**config.mk**
```make
export PLATFORM = sky130hd
export DESIGN_NAME = ds_strobe_gen
export DESIGN_NICKNAME = d
export VERILOG_FILES = /design/src/rtl/ds_pkg.sv /design/src/rtl/ds_type_sel.sv /design/src/rtl/ds_tick_gen.sv /design/src/rtl/ds_strobe_gen.sv
export SDC_FILE = /design/constraint.sdc
export NUM_CORES = 1
export LEC_CHECK = 0
export BUFFER_PORTS_ARGS = -buffer_cell sky130_fd_sc_hd__buf_2
export CAP_MARGIN = 20
export CORE_MARGIN = 2
export CORE_UTILIZATION = 54
export CTS_CLUSTER_SIZE = 20
export DETAILED_ROUTE_END_ITERATION = 8
export HOLD_SLACK_MARGIN = 0.06
export PLACE_DENSITY_LB_ADDON = 0.15
export SLEW_MARGIN = 20
export SYNTH_ARGS = -nofsm -noshare
export SYNTH_HDL_FRONTEND = slang
export SYNTH_HIERARCHICAL = 1
export SYNTH_SLANG_ARGS = --single-unit
```
**constraint.sdc**
```tcl
create_clock -name clk -period 2.4 [get_ports clk]
set_input_delay 0.72 -clock clk [delete_from_list [all_inputs] [get_ports clk]]
set_output_delay 0.72 -clock clk [all_outputs]
set_load 0.02 [all_outputs]
```
**src/rtl/ds_pkg.sv**
```systemverilog
package ds_pkg;
    typedef enum logic [1:0] {TY_SLOW = 2'd0, TY_MED = 2'd1, TY_FAST = 2'd2, TY_FASTEST = 2'd3} ty_e;
    typedef enum logic [1:0] {ST_IDLE = 2'd0, ST_ACT = 2'd1, ST_REC = 2'd2, ST_FIN = 2'd3} st_e;

    localparam int PH_W = 3;
    localparam int NS_PER_2TICK = 125;

    function automatic logic [PH_W-1:0] act_ticks(ty_e t);
        case (t)
            TY_SLOW: act_ticks = 3'd4;
            TY_MED:  act_ticks = 3'd3;
            TY_FAST: act_ticks = 3'd2;
            default: act_ticks = 3'd1;
        endcase
    endfunction

    function automatic logic [PH_W-1:0] rec_ticks(ty_e t);
        case (t)
            TY_SLOW: rec_ticks = 3'd5;
            TY_MED:  rec_ticks = 3'd4;
            default: rec_ticks = 3'd2;
        endcase
    endfunction
endpackage

```
**src/rtl/ds_type_sel.sv**
```systemverilog
module ds_type_sel
    import ds_pkg::*;
#(
    parameter int CYC_W = 10
) (
    input  logic [2:0]       mode_i,
    input  logic [CYC_W-1:0] drive_cyc_i,
    output ty_e              type_o
);
    localparam int MW_FLOOR_NS = 250;
    localparam int BASE_NS     = 480;

    int req_ns;

    always_comb begin
        if (mode_i[2] && (mode_i[1:0] == 2'd1 || mode_i[1:0] == 2'd2))
            req_ns = (int'(drive_cyc_i) > MW_FLOOR_NS) ? int'(drive_cyc_i) : MW_FLOOR_NS;
        else
            req_ns = BASE_NS;
    end

    always_comb begin
        type_o = TY_SLOW;
        for (int i = 0; i < 4; i++) begin
            if (2 * req_ns <= (int'(act_ticks(ty_e'(2'(i)))) + int'(rec_ticks(ty_e'(2'(i))))) * NS_PER_2TICK)
                type_o = ty_e'(2'(i));
        end
    end
endmodule

```
**src/rtl/ds_tick_gen.sv**
```systemverilog
module ds_tick_gen #(
    parameter int TICK_CLKS = 2
) (
    input  logic clk,
    input  logic rst_n,
    input  logic clr_i,
    output logic tick_o
);
    generate
        if (TICK_CLKS <= 1) begin : g_every
            assign tick_o = 1'b1;
        end else begin : g_div
            localparam int DW = $clog2(TICK_CLKS);
            logic [DW-1:0] div_d, div_q;
            always_comb begin
                if (clr_i || div_q == DW'(TICK_CLKS - 1)) div_d = '0;
                else                                      div_d = div_q + 1'b1;
            end
            always_ff @(posedge clk or negedge rst_n) begin
                if (!rst_n) div_q <= '0;
                else        div_q <= div_d;
            end
            assign tick_o = !clr_i && (div_q == DW'(TICK_CLKS - 1));
        end
    endgenerate
endmodule

```
**src/rtl/ds_strobe_gen.sv**
```systemverilog
module ds_strobe_gen
    import ds_pkg::*;
#(
    parameter int CNT_W     = 16,
    parameter int CYC_W     = 10,
    parameter int TICK_CLKS = 2
) (
    input  logic             clk,
    input  logic             rst_n,
    input  logic             start_i,
    input  logic             dir_i,
    input  logic [2:0]       mode_i,
    input  logic [CYC_W-1:0] drive_cyc_i,
    input  logic [CNT_W-1:0] count_i,
    input  logic             abort_i,
    output logic             rd_stb_o,
    output logic             wr_stb_o,
    output logic             busy_o,
    output logic             done_o,
    output logic             err_o,
    output logic [CNT_W-1:0] residue_o,
    output logic [1:0]       type_o,
    output logic             reject_o
);
    typedef struct packed {
        st_e             st;
        ty_e             ty;
        logic            dir;
        logic [CNT_W-1:0] words;
        logic [PH_W-1:0] ph;
        logic            err;
        logic            reject;
    } regs_t;

    regs_t r_d, r_q;
    ty_e   sel_ty;
    logic  tick;

    ds_type_sel #(.CYC_W(CYC_W)) u_sel (
        .mode_i      (mode_i),
        .drive_cyc_i (drive_cyc_i),
        .type_o      (sel_ty)
    );

    ds_tick_gen #(.TICK_CLKS(TICK_CLKS)) u_tick (
        .clk    (clk),
        .rst_n  (rst_n),
        .clr_i  (r_q.st == ST_IDLE),
        .tick_o (tick)
    );

    always_comb begin
        r_d        = r_q;
        r_d.reject = start_i && (r_q.st != ST_IDLE);
        case (r_q.st)
            ST_IDLE: begin
                if (start_i) begin
                    r_d.ty    = sel_ty;
                    r_d.dir   = dir_i;
                    r_d.words = count_i;
                    r_d.err   = 1'b0;
                    r_d.ph    = act_ticks(sel_ty);
                    r_d.st    = (count_i == '0) ? ST_FIN : ST_ACT;
                end
            end
            ST_ACT: begin
                if (abort_i) begin
                    r_d.st  = ST_FIN;
                    r_d.err = 1'b1;
                end else if (tick) begin
                    if (r_q.ph == PH_W'(1)) begin
                        r_d.st = ST_REC;
                        r_d.ph = rec_ticks(r_q.ty);
                    end else begin
                        r_d.ph = r_q.ph - 1'b1;
                    end
                end
            end
            ST_REC: begin
                if (abort_i) begin
                    r_d.st  = ST_FIN;
                    r_d.err = 1'b1;
                end else if (tick) begin
                    if (r_q.ph == PH_W'(1)) begin
                        r_d.words = r_q.words - 1'b1;
                        r_d.ph    = act_ticks(r_q.ty);
                        r_d.st    = (r_q.words == CNT_W'(1)) ? ST_FIN : ST_ACT;
                    end else begin
                        r_d.ph = r_q.ph - 1'b1;
                    end
                end
            end
            default: r_d.st = ST_IDLE;
        endcase
    end

    always_ff @(posedge clk or negedge rst_n) begin
        if (!rst_n) begin
            r_q <= '{st: ST_IDLE, ty: TY_SLOW, dir: 1'b0, words: '0, ph: '0, err: 1'b0, reject: 1'b0};
        end else begin
            r_q <= r_d;
        end
    end

    assign busy_o    = (r_q.st != ST_IDLE);
    assign done_o    = (r_q.st == ST_FIN);
    assign rd_stb_o  = (r_q.st == ST_ACT) && !r_q.dir;
    assign wr_stb_o  = (r_q.st == ST_ACT) && r_q.dir;
    assign err_o     = r_q.err;
    assign residue_o = r_q.words;
    assign type_o    = r_q.ty;
    assign reject_o  = r_q.reject;

    p_one_strobe_r5: assert property (@(posedge clk) disable iff (!rst_n)
        !(rd_stb_o && wr_stb_o));
    p_strobe_busy_r6: assert property (@(posedge clk) disable iff (!rst_n)
        (rd_stb_o || wr_stb_o) |-> busy_o);
    p_done_pulse_r7: assert property (@(posedge clk) disable iff (!rst_n)
        done_o |=> !done_o);
    p_abort_ends_r9: assert property (@(posedge clk) disable iff (!rst_n)
        (abort_i && busy_o && !done_o) |=> (done_o && err_o && !rd_stb_o && !wr_stb_o));
    p_reject_r10: assert property (@(posedge clk) disable iff (!rst_n)
        (start_i && busy_o) |=> reject_o);
    p_type_held_r3: assert property (@(posedge clk) disable iff (!rst_n)
        (busy_o && $past(busy_o)) |-> $stable(type_o));
    p_idle_abort_r11: assert property (@(posedge clk) disable iff (!rst_n)
        (!busy_o && !start_i) |=> !busy_o);
endmodule

```
# Word level (Yosys, flattened, before mapping)
# Index checks and enable logic that the tools add are counted.
[totals]
ff_bits = 27
latch_bits = 0
ramBits = 0
rom_bits = 0
inputBits = 34
output_inout_bits = 24
elab_cells = 86
memories = 0
[classes]
n_addsub = 3
mul = 0
div_mod_pow = 0
magnitude_cmp = 4
n_eq_ne = 21
shifts = 0
mux = 29
n_bitwise = 0
n_reduce_logical = 21
[op_table]
columns = ["op", "count"]
rows = [
  ["<= comparator 32 x 10 -> 1 bit (second input constant)", 2],
  ["two-way mux 19 bit", 2],
  ["<= comparator 32 x 11 -> 1 bit (second input constant)", 1],
  ["case mux 16 bit (2 select lines)", 1],
  ["two-way mux 31 bit", 1],
  ["two-way mux 25 bit", 1],
  ["two-way mux 2 bit", 10],
  ["case mux 3 bit (3 select lines)", 2],
  ["equality test 16 x 1 -> 1 bit (second input constant)", 1],
  ["zero test 16 bit", 1],
  ["two-way mux 16 bit", 1],
  ["subtractor 16 x 1 -> 16 bit (second input constant)", 1],
  ["two-way mux 3 bit", 4],
  ["inequality test 2 bit (second input constant)", 6],
  ["inequality test 3 bit (second input constant)", 4],
  ["case mux 4 bit (3 select lines)", 1],
  ["equality test 2 bit (second input constant)", 5],
  ["greater-than comparator 10 x 8 -> 1 bit (second input constant)", 1],
  ["two-way mux 10 bit", 1],
  ["AND reduction 5 bit", 2],
  ["equality test 2 x 1 -> 1 bit (second input constant)", 4],
  ["zero test 2 bit", 3],
  ["case mux 2 bit (3 select lines)", 1],
  ["case mux 3 bit (2 select lines)", 1],
  ["other kinds (11)", 21],
]

# Longest topological paths before layout
# Gate-level depths: netlist of the first run.
[logic_depth]
ltp_word = 12
ltp_mapped = 8

# By module
# Netlist of the first run, hierarchy kept.
[modules_own_cells]
columns = ["mod", "n_inst", "cells_each", "area_each_um2", "seq_area_each_um2"]
rows = [
  ["ds_strobe_gen", 1, 256, 2192.1, 650.6],
  ["ds_type_sel", 1, 10, 77.6, 0.0],
  ["ds_tick_gen", 1, 3, 42.5, 25.0],
]

# Least setup slack after synthesis of the first run
# No wires, ideal clock.
[synth_timing]
path_kind = "input port to flip-flop"
start = "in drive_cyc_i[1]"
end = "reg r_q[4] in the netlist's numbering"
t_arrival_ps = 2075
required_ps = 2260
slack_ps = 185
path_stages = 8
n_path_buf = 0
cell_sequence = "a211oi_2 -> nor2_1 -> a311oi_1 -> inv_1 -> ha_1 -> a211o_1 -> a21oi_1 -> a31oi_1"
[synth_via]
elab_chain_len = 11
[synth_lines]
columns = ["item", "line_no", "text"]
rows = [
  ["start, declared", "ds_strobe_gen.sv:13", "input logic [CYC_W-1:0] drive_cyc_i,"],
  ["greater-than comparator 10 x 8 -> 1 bit", "ds_type_sel.sv:17", "req_ns = (int'(drive_cyc_i) > MW_FLOOR_NS) ? int'(drive_cyc_i) : MW_FLOOR_NS;"],
  ["two-way mux 10 bit *", "ds_type_sel.sv:17", ""],
  ["two-way mux 31 bit *", "ds_type_sel.sv:16", "if (mode_i[2] && (mode_i[1:0] == 2'd1 || mode_i[1:0] == 2'd2))"],
  ["<= comparator 32 x 11 -> 1 bit", "ds_type_sel.sv:25", "if (2 * req_ns <= (int'(act_ticks(ty_e'(2'(i)))) + int'(rec_ticks(ty_e'(2'(i))))) * NS_PER_2TICK)"],
  ["two-way mux 1 bit", "ds_type_sel.sv:25", ""],
  ["two-way mux 2 bit", "ds_type_sel.sv:25", ""],
  ["two-way mux 2 bit *", "ds_type_sel.sv:25", ""],
  ["net sel_ty[0]", "ds_strobe_gen.sv:36", "ty_e sel_ty;"],
  ["equality test 2 bit, or another cell as far along", "ds_pkg.sv:9", "case (t)"],
  ["case mux 3 bit (3 select lines) *", "ds_pkg.sv:9", ""],
  ["two-way mux 25 bit *", "ds_strobe_gen.sv:57", "if (start_i) begin"],
  ["case mux 4 bit (3 select lines) *", "ds_strobe_gen.sv:55", "case (r_q.st)"],
  ["end signal, assigned", "ds_strobe_gen.sv:99", "r_q <= '{st: ST_IDLE, ty: TY_SLOW, dir: 1'b0, words: '0, ph: '0, err: 1'b0, reject: 1'b0};"],
  ["end signal, assigned", "ds_strobe_gen.sv:101", "r_q <= r_d;"],
  ["end, declared", "ds_strobe_gen.sv:35", "regs_t r_d, r_q;"],
]
# Mark *: on every way through the listed nets, which the timed path passes. The rest lies on a longest branch. The select of a mux whose other input is x is not followed.
# A chain may end at the register's enable or synchronous reset.

# Worst setup path in the final report of the first run
[layout_timing]
start = "reg r_q[25] in the netlist's numbering"
end = "out wr_stb_o"
[layout_via]
elab_chain_len = 2
[layout_lines]
columns = ["item", "line_no", "text"]
rows = [
  ["equality test 2 x 1 -> 1 bit", "ds_strobe_gen.sv:108", "assign wr_stb_o = (r_q.st == ST_ACT) && r_q.dir;"],
  ["logical AND 1 bit", "ds_strobe_gen.sv:108", ""],
  ["end, declared", "ds_strobe_gen.sv:17", "output logic wr_stb_o,"],
]
# Every way passes these cells.

==> results.cfg, run 1 <==
[global_routing]
grt_pass1_wl_um = 9494
grt_max_degree = 28
antenna_found_initial = 0
grt_usage_pct = 23.75
grt_pass1_vias = 2036
overflow = 0

[synth]
yosys_warnings = 6
postSynthAreaPerCell_um2 = 8.596
ys_top_cells_by_area = dfrtp_1, ha_1, buf_4
yosysTopAreaCellShare_pct = 29.22
ys_ff_latch = 27
synthFlopType = dfrtp_1
yosys.area.top_type = dfrtp_1
ys_seq_area_share_pct = 29.22
async_reset_ff_share_pct = 100.0
synth_enable_flop_cells = 0
netlist_area_mm2 = 0.002312
syn_nets = 317
netlist_instances = 269
synth_cell_types = 62

[clock_network]
clock_path_buffers = 2
h-tree-depth = 1
clock_latency_ns = 0.28
cts_root_buf = clkbuf_8
cts.clk_slew.worst_paths_ns = 0.10
cts_buffers = 3
clock-sinks = 27
cts_tree = done

[setup_path]
rr_startpoint = r_q[24]
crit_start = r_q[25]
worst_setup_path_start_kind = flip-flop
path_max_fanout = 9
end_kind = primary output
worstReg2RegEnd = residue_o[6]
critPathKind = flip-flop to primary output
required_ns = 1.68
r2r_slack_ns = 0.24
cp-endpoint = wr_stb_o
r2r_cells = 6
worstPathArrival_ns = 1.52

[detailed_routing]
initialDrtViolationCount = 257
dr_total_vias = 2111
routed_via_density = 5.897
post_drt_wl_per_cell_um = 15.09
firstDrtPassIters = 6
routed_wl_um = 5401
drc = 0
drtAntennaViolNets = 0

[timing]
finalHoldViolations = 0
tns_ns = 0
worst_pin_slew_ns = 0.6452
rsz0062_at_grt = no
finalMaxSlewViolations = 0
relSlewSlack_pct = 56.99
clock.fmax_ghz = 0.4466
fin_crit_ns = 2.239
setup_viol_count_final = 0
fin_ws_ns = 0.1608
post-route-period-util_pct = 93.30
finClkSkew_ns = 0.002090

[cells_and_area]
n_fill_cell = 372
multi_input_area_mm2 = 0.001398
syn_to_final_growth_pct = 11.69
drive_gt1_share_pct = 26.95
ff_latch_area_um2 = 675.6
layout_common_cells = buf_2, dfrtp_1, a21oi_1
stdcell_count = 358
final_nets = 357
layout_commonest_cell = buf_2
antenna_cells = 0

[run]
drv_cap = 0

[placed_design]
gp_congestion = 0.8687
placed_cells = 354
portBuffers = 57
dp_hpwl_um = 4073
dpl_worst_slack_ns = 0.06856

[floorplanning]
dieHeight_um = 69.44
rows = 23
die_x_um = 69.44
initial_utilization_pct = 56.98
die_area_mm2 = 0.004821
pin_count = 58
core_area_mm2 = 0.004058

[power_and_ir_drop]
power_density_mw_per_mm2 = 1332
p_leak_nw = 1.139
irDropWorstVdd_uv = 599.3

[run_status]
status = finished clean

[hold_path]
hold_path.class = flip-flop to flip-flop
-- repair_timing --
item                                   in CTS  in global routing
resized for setup                           0                  2
endpoints found under the hold margin       0                  0
hold buffers                                0                  0
setup endpoints to repair                   0                  4
buffers inserted                            0                  0
-- registers in the layout, summed over array words and instances (netlist names) --
register            cells
err_o                   1
residue_o              16
u_tick/g_div.div_q      1
type_o                  2
reject_o                1
r_q                     6
-- cells by family (layout without fill, tap and decap cells) --
family	after synthesis	after routing	synth area share (%)
buffers and inverters	46	85	10.77
xor gates and xnor gates	1	1	0.3789
and+or+nand+nor	91	91	23.76
DFF	27	27	29.22
adders and majority gates	14	14	7.576
muxes	4	4	1.948
AOI/OAI and AO/OA	86	86	26.35
-- area by class of cell --
type                       count  share of cell area (%)
clock buffer                   4                   1.744
timing repair buffer          64                   13.08
tap                           50                   2.422
multi-input combinational    196                   54.12
sequential                    27                   26.16
inverter                      17                   2.471
-- synthesized netlist by cell type (2+ instances only) --
cell type and instances:
a211o_1 2, a21o_1 3, a21oi_1 22, a22oi_1 2, a311oi_1 5, a31oi_1 7, a32oi_1 4, and3_1 2
and3b_1 3, buf_2 6, buf_4 18, clkbuf_1 4, dfrtp_1 27, ha_1 14, inv_1 16, mux2_1 2
mux2_2 2, nand2_1 19, nand2b_1 3, nand3_1 10, nand3b_1 2, nor2_1 14, nor2b_1 6, nor3_1 7
nor4_1 6, o211ai_1 4, o21a_1 2, o21ai_0 11, o21ai_1 3, o21ai_2 2, o22a_1 2, o22ai_1 3
o311ai_1 2, o32ai_1 3, or2_2 2, or3_1 2, or4b_1 2
-- through the flow --
| step | total power, mW | utilization [%] | hold slack [ns] | area, µm² |
|---|---|---|---|---|
| 3_5_place_dp | 3.151 | 62.29 | 0.4259 | 2527 |
| 6_report | 3.439 | 63.64 | 0.4368 | 2582 |
| 4_1_cts | 3.430 | 63.40 | 0.4393 | 2572 |
| 5_1_grt | 3.779 | 63.64 | 0.4751 | 2582 |
| 2_1_floorplan | 2.747 | - | 0.4041 | 2312 |
| 3_3_place_gp | 3.123 | 62.29 | 0.4166 | 2527 |
-- routing by layer --
| metal | part of all wire [%] | track usage, % |
|---|---|---|
| met5 | 0 | 0 |
| met4 | 0.89 | 6.318 |
| met3 | 5.6 | 2.762 |
| met2 | 44 | 36.86 |
| met1 | 50 | 35.08 |
-- report_power, final --
part           internal [mW]  switching [mW]  leakage [nW]  total (mW)
clock                  0.119           0.151        0.0228       0.270
combinational          0.907            1.29         0.788        2.20
sequential             0.672           0.298         0.329       0.971
-- critical path, stage by stage (launching register included) --
cell     delay, ns
dfrtp_1       0.41
inv_1         0.11
ha_1          0.38
and2_1        0.18
buf_2         0.16
-- how the worst min path moves through the flow --
stage / startpoint / end / depth (start not counted)
2_1_floorplan: u_tick/g_div.div_q / u_tick/g_div.div_q / 1
3_3_place_gp: u_tick/g_div.div_q / u_tick/g_div.div_q / 1
3_5_place_dp: u_tick/g_div.div_q / u_tick/g_div.div_q / 1
4_1_cts: u_tick/g_div.div_q / u_tick/g_div.div_q / 1
5_1_grt: u_tick/g_div.div_q / u_tick/g_div.div_q / 1
6_report: u_tick/g_div.div_q / u_tick/g_div.div_q / 1
(Power assumes the default switching activity.)
==> run 2: changes to the inputs <==
CORE_UTILIZATION = 45   (was 54)
==> results.cfg, run 2 (synthesized netlist as in run 1, its figures left out) <==
[timing]
finalMaxSlewViolations = 0
relSlewSlack_pct = 53.04
fin_crit_ns = 2.251
post-route-period-util_pct = 93.79
setup_viol_count_final = 0
finalHoldViolations = 0
worst_pin_slew_ns = 0.7029
clock.fmax_ghz = 0.4443
finClkSkew_ns = 0.002674
rsz0062_at_grt = no
tns_ns = 0

[setup_path]
crit_buf_inv = 2
r2r_slack_ns = 0.32
r2r_cells = 6
worstPathCellList = inv_1 -> ha_1 -> nor2b_1 -> buf_2
rr_startpoint = r_q[24]
worstReg2RegEnd = residue_o[7]
path_max_fanout = 9
cpPeakStageDelay_ns = 0.41
critPathKind = flip-flop to primary output
cp-endpoint = rd_stb_o
worstPathArrival_ns = 1.53
end_kind = primary output
worst_setup_path_start_kind = flip-flop
path_delay_family = flip-flops
required_ns = 1.68
crit_start = r_q[25]
crit_cells = 4
critPathSlowestCell = dfrtp_1

[placed_design]
dp_hpwl_um = 4284
gp_congestion = 0.8026
portBuffers = 57

[cells_and_area]
antenna_cells = 0
layout_common_cells = buf_2, dfrtp_1, a21oi_1
drive_gt1_share_pct = 27.42
final_nets = 359
largest_reg_flops = 16
syn_to_final_growth_pct = 13.10
layout_commonest_cell = buf_2
final_util_pct = 51.86

[run_status]
status = finished clean

[clock_network]
cts_tree = done
cts_buffers = 3
clock_path_buffers = 2
cts_root_buf = clkbuf_8
h-tree-depth = 1
cts_setup_buffers = 0
cts.clk_slew.worst_paths_ns = 0.10
clock_latency_ns = 0.28
clock-sinks = 27

[hold_path]
hold_path.class = flip-flop to flip-flop

[global_routing]
grt_max_degree = 28
grt_pass1_vias = 1981
busiest_layer = met2
gr-usage-met1_pct = 32.87
met3_usage_pct = 1.984
use_met2_pct = 32.95
grt_pass1_wl_um = 9494
antenna_found_initial = 0
overflow = 0
grt_usage_pct = 21.61

[detailed_routing]
initialDrtViolationCount = 135
firstDrtPassIters = 4
dr_total_vias = 2165
post_drt_wl_per_cell_um = 15.23
routed_via_density = 5.697
drtAntennaViolNets = 0
drc = 0
routed_wl_um = 5789

[floorplanning]
core_area_mm2 = 0.005042
die_x_um = 75.68
dieHeight_um = 75.68
die_area_mm2 = 0.005727
initial_utilization_pct = 45.86
pin_count = 58
rows = 26

[power_and_ir_drop]
irDropWorstVdd_uv = 518.8
p_leak_nw = 1.148
power_density_mw_per_mm2 = 1340

[run]
drv_cap = 0
run 2: cell count changes in the layout (fill, tap and decap cells not counted), sizes merged:
| cell | before | now |
|---|---|---|
| buf | 64 | 66 |
run 2: through the flow:
stage          area [µm²]  hold WS (ns)  power (mW)  instances  setup slack (ns)
6_report             2615        0.4506       3.505        380            0.1491
3_5_place_dp         2567        0.4432       3.209        376           0.04501
5_1_grt              2615        0.4635       3.836        380           0.05151
4_1_cts              2613        0.4570       3.493        380           0.03729
3_3_place_gp         2567        0.4368       3.189        376           0.09222
2_1_floorplan        2312        0.4041       2.747        269            0.1848
run 2: area by class of cell:
cell class	count	area (µm²)
tap	70	87.58
fill	476	2427
multi-input combinational	196	1390
clock buffer	4	45.04
timing repair buffer	66	352.8
sequential	27	675.6
inverter	17	63.81
run 2: repair_timing:
item / in CTS / in global routing
hold buffers: 0 / 0
gates resized for setup: 0 / 1
setup endpoints to repair: 0 / 1
run 2: power by group:
part | switching, mW | total (mW) | internal (mW)
logic | 1.31 | 2.24 | 0.930
registers | 0.308 | 0.980 | 0.672
clock network | 0.163 | 0.283 | 0.120
run 2: worst min-delay path by stage:
stage                                     to  cells past startpoint          startpoint
after floorplan           u_tick/g_div.div_q                      1  u_tick/g_div.div_q
after global placement    u_tick/g_div.div_q                      1  u_tick/g_div.div_q
after detailed placement  u_tick/g_div.div_q                      1  u_tick/g_div.div_q
after CTS                 u_tick/g_div.div_q                      1  u_tick/g_div.div_q
after global routing      u_tick/g_div.div_q                      1  u_tick/g_div.div_q
final                     u_tick/g_div.div_q                      1  u_tick/g_div.div_q
run 2: worst register-to-register path: stages (launching register included):
cell      delay (ns)
dfrtp_1         0.42
inv_1           0.10
ha_1            0.33
clkinv_1        0.37
o21ai_2         0.39
nor2_1          0.09
a311oi_1        0.28
run 2: metal layers:
metal | wire [µm] | vias up
li1 | - | 1068
met1 | 2817 | 1011
met2 | 2587 | 81
met3 | 321 | 5
met4 | 62 | 0
met5 | 0 | -
==> run 3: changes to the inputs <==
--- a/constraint.sdc
+++ b/constraint.sdc
@@ -3,2 +3,2 @@
 set_output_delay 0.72 -clock clk [all_outputs]
-set_load 0.02 [all_outputs]
+set_load 0.1 [all_outputs]
==> results.cfg, run 3 (synthesized netlist as in run 1, its figures left out) <==
[timing]
finClkSkew_ns = 0.006851
finalMaxSlewViolations = 0
post-route-period-util_pct = 92.88
tns_ns = 0
relSlewSlack_pct = 54.95
finalHoldViolations = 0
fin_crit_ns = 2.229
clock.fmax_ghz = 0.4486
rsz0062_at_grt = no
worst_pin_slew_ns = 0.6758
setup_viol_count_final = 0

[detailed_routing]
initialDrtViolationCount = 110
routed_wl_um = 5712
firstDrtPassIters = 4
drc = 0
routed_via_density = 5.658
dr_total_vias = 2133
drtAntennaViolNets = 0
post_drt_wl_per_cell_um = 15.15

[cells_and_area]
layout_common_cells = buf_2, dfrtp_1, a21oi_1
layout_commonest_cell = buf_2
largest_reg_flops = 16
antenna_cells = 0
final_nets = 356
syn_to_final_growth_pct = 13.74
drive_gt1_share_pct = 27.36

[hold_path]
hold_path.class = flip-flop to flip-flop
hold_depth = 1
hold_start = u_tick/g_div.div_q
holdPathEnd = u_tick/g_div.div_q

[floorplanning]
rows = 26
die_area_mm2 = 0.005727
core_area_mm2 = 0.005042
die_x_um = 75.68
dieHeight_um = 75.68
pin_count = 58
initial_utilization_pct = 45.86

[clock_network]
h-tree-depth = 1
cts.clk_slew.worst_paths_ns = 0.10
clock-sinks = 27
cts_buffers = 3
clock_latency_ns = 0.28
cts_root_buf = clkbuf_8
clock_path_buffers = 2
cts_tree = done
cts-resized-gates = 0
cts_setup_buffers = 0
cts_hold_buf = 0

[setup_path]
worst_setup_path_start_kind = flip-flop
path_max_fanout = 8
end_kind = primary output
required_ns = 1.68
r2r_cells = 6
r2r_slack_ns = 0.24
worstPathArrival_ns = 1.51
critPathKind = flip-flop to primary output
worstReg2RegEnd = residue_o[14]
rr_startpoint = r_q[24]

[placed_design]
dp_hpwl_um = 4244
portBuffers = 57
gp_congestion = 0.8259

[global_routing]
antenna_found_initial = 0
grt_max_degree = 28
overflow = 0
grt_pass1_wl_um = 9459
grt_usage_pct = 21.44
grt_pass1_vias = 1959

[run_status]
status = finished clean

[run]
drv_cap = 0
==> run 3: cell count changes in the layout (fill, tap and decap cells not counted), sizes merged <==
cell	before	now
buf	66	62
clkbuf	4	5
==> run 3: stage by stage <==
step           std cells  setup WS (ns)  instance area, µm²  hold slack, ns  util [%]
2_1_floorplan        269        0.09040                2315          0.4041         -
3_3_place_gp         373        0.09808                2577          0.4156     51.12
3_5_place_dp         373        0.05088                2577          0.4199     51.12
4_1_cts              377       0.003054                2623          0.4346     52.01
5_1_grt              377        0.04788                2630          0.4477     52.16
6_report             377         0.1709                2630          0.4307     52.16
==> run 3: cell type report <==
type	count	area, µm²
multi-input combinational	196	1395
sequential	27	675.6
inverter	17	63.81
fill	475	2412
clock buffer	4	45.04
timing repair buffer	63	362.8
tap	70	87.58
==> run 3: worst max-delay path, cell delays in order (launching register included) <==
cell	delay (ns)
dfrtp_1	0.42
inv_1	0.08
ha_2	0.25
inv_1	0.13
clkbuf_4	0.35
==> run 3: worst max path at each step <==
stage / start / slack [ns] / end / depth (start not counted)
after floorplan: r_q[25] / 0.09 / rd_stb_o / 4
after global placement: drive_cyc_i[1] / 0.1 / r_q[4] / 9
after detailed placement: mode_i[0] / 0.05 / r_q[4] / 9
after CTS: r_q[24] / 0.003 / busy_o / 4
after global routing: r_q[24] / 0.05 / residue_o[14] / 6
final: r_q[24] / 0.17 / busy_o / 4
==> run 3: layer usage <==
layer | global-route usage, % | part of all wire [%]
met5 | 0 | 0
met4 | 5.653 | 0.84
met3 | 2.778 | 5.7
met2 | 32.66 | 43
met1 | 32.07 | 50
Power of run 3 is left out: the tool's default activity adds up to more than one toggle a clock period on the data nets, which glitch-free logic cannot reach.
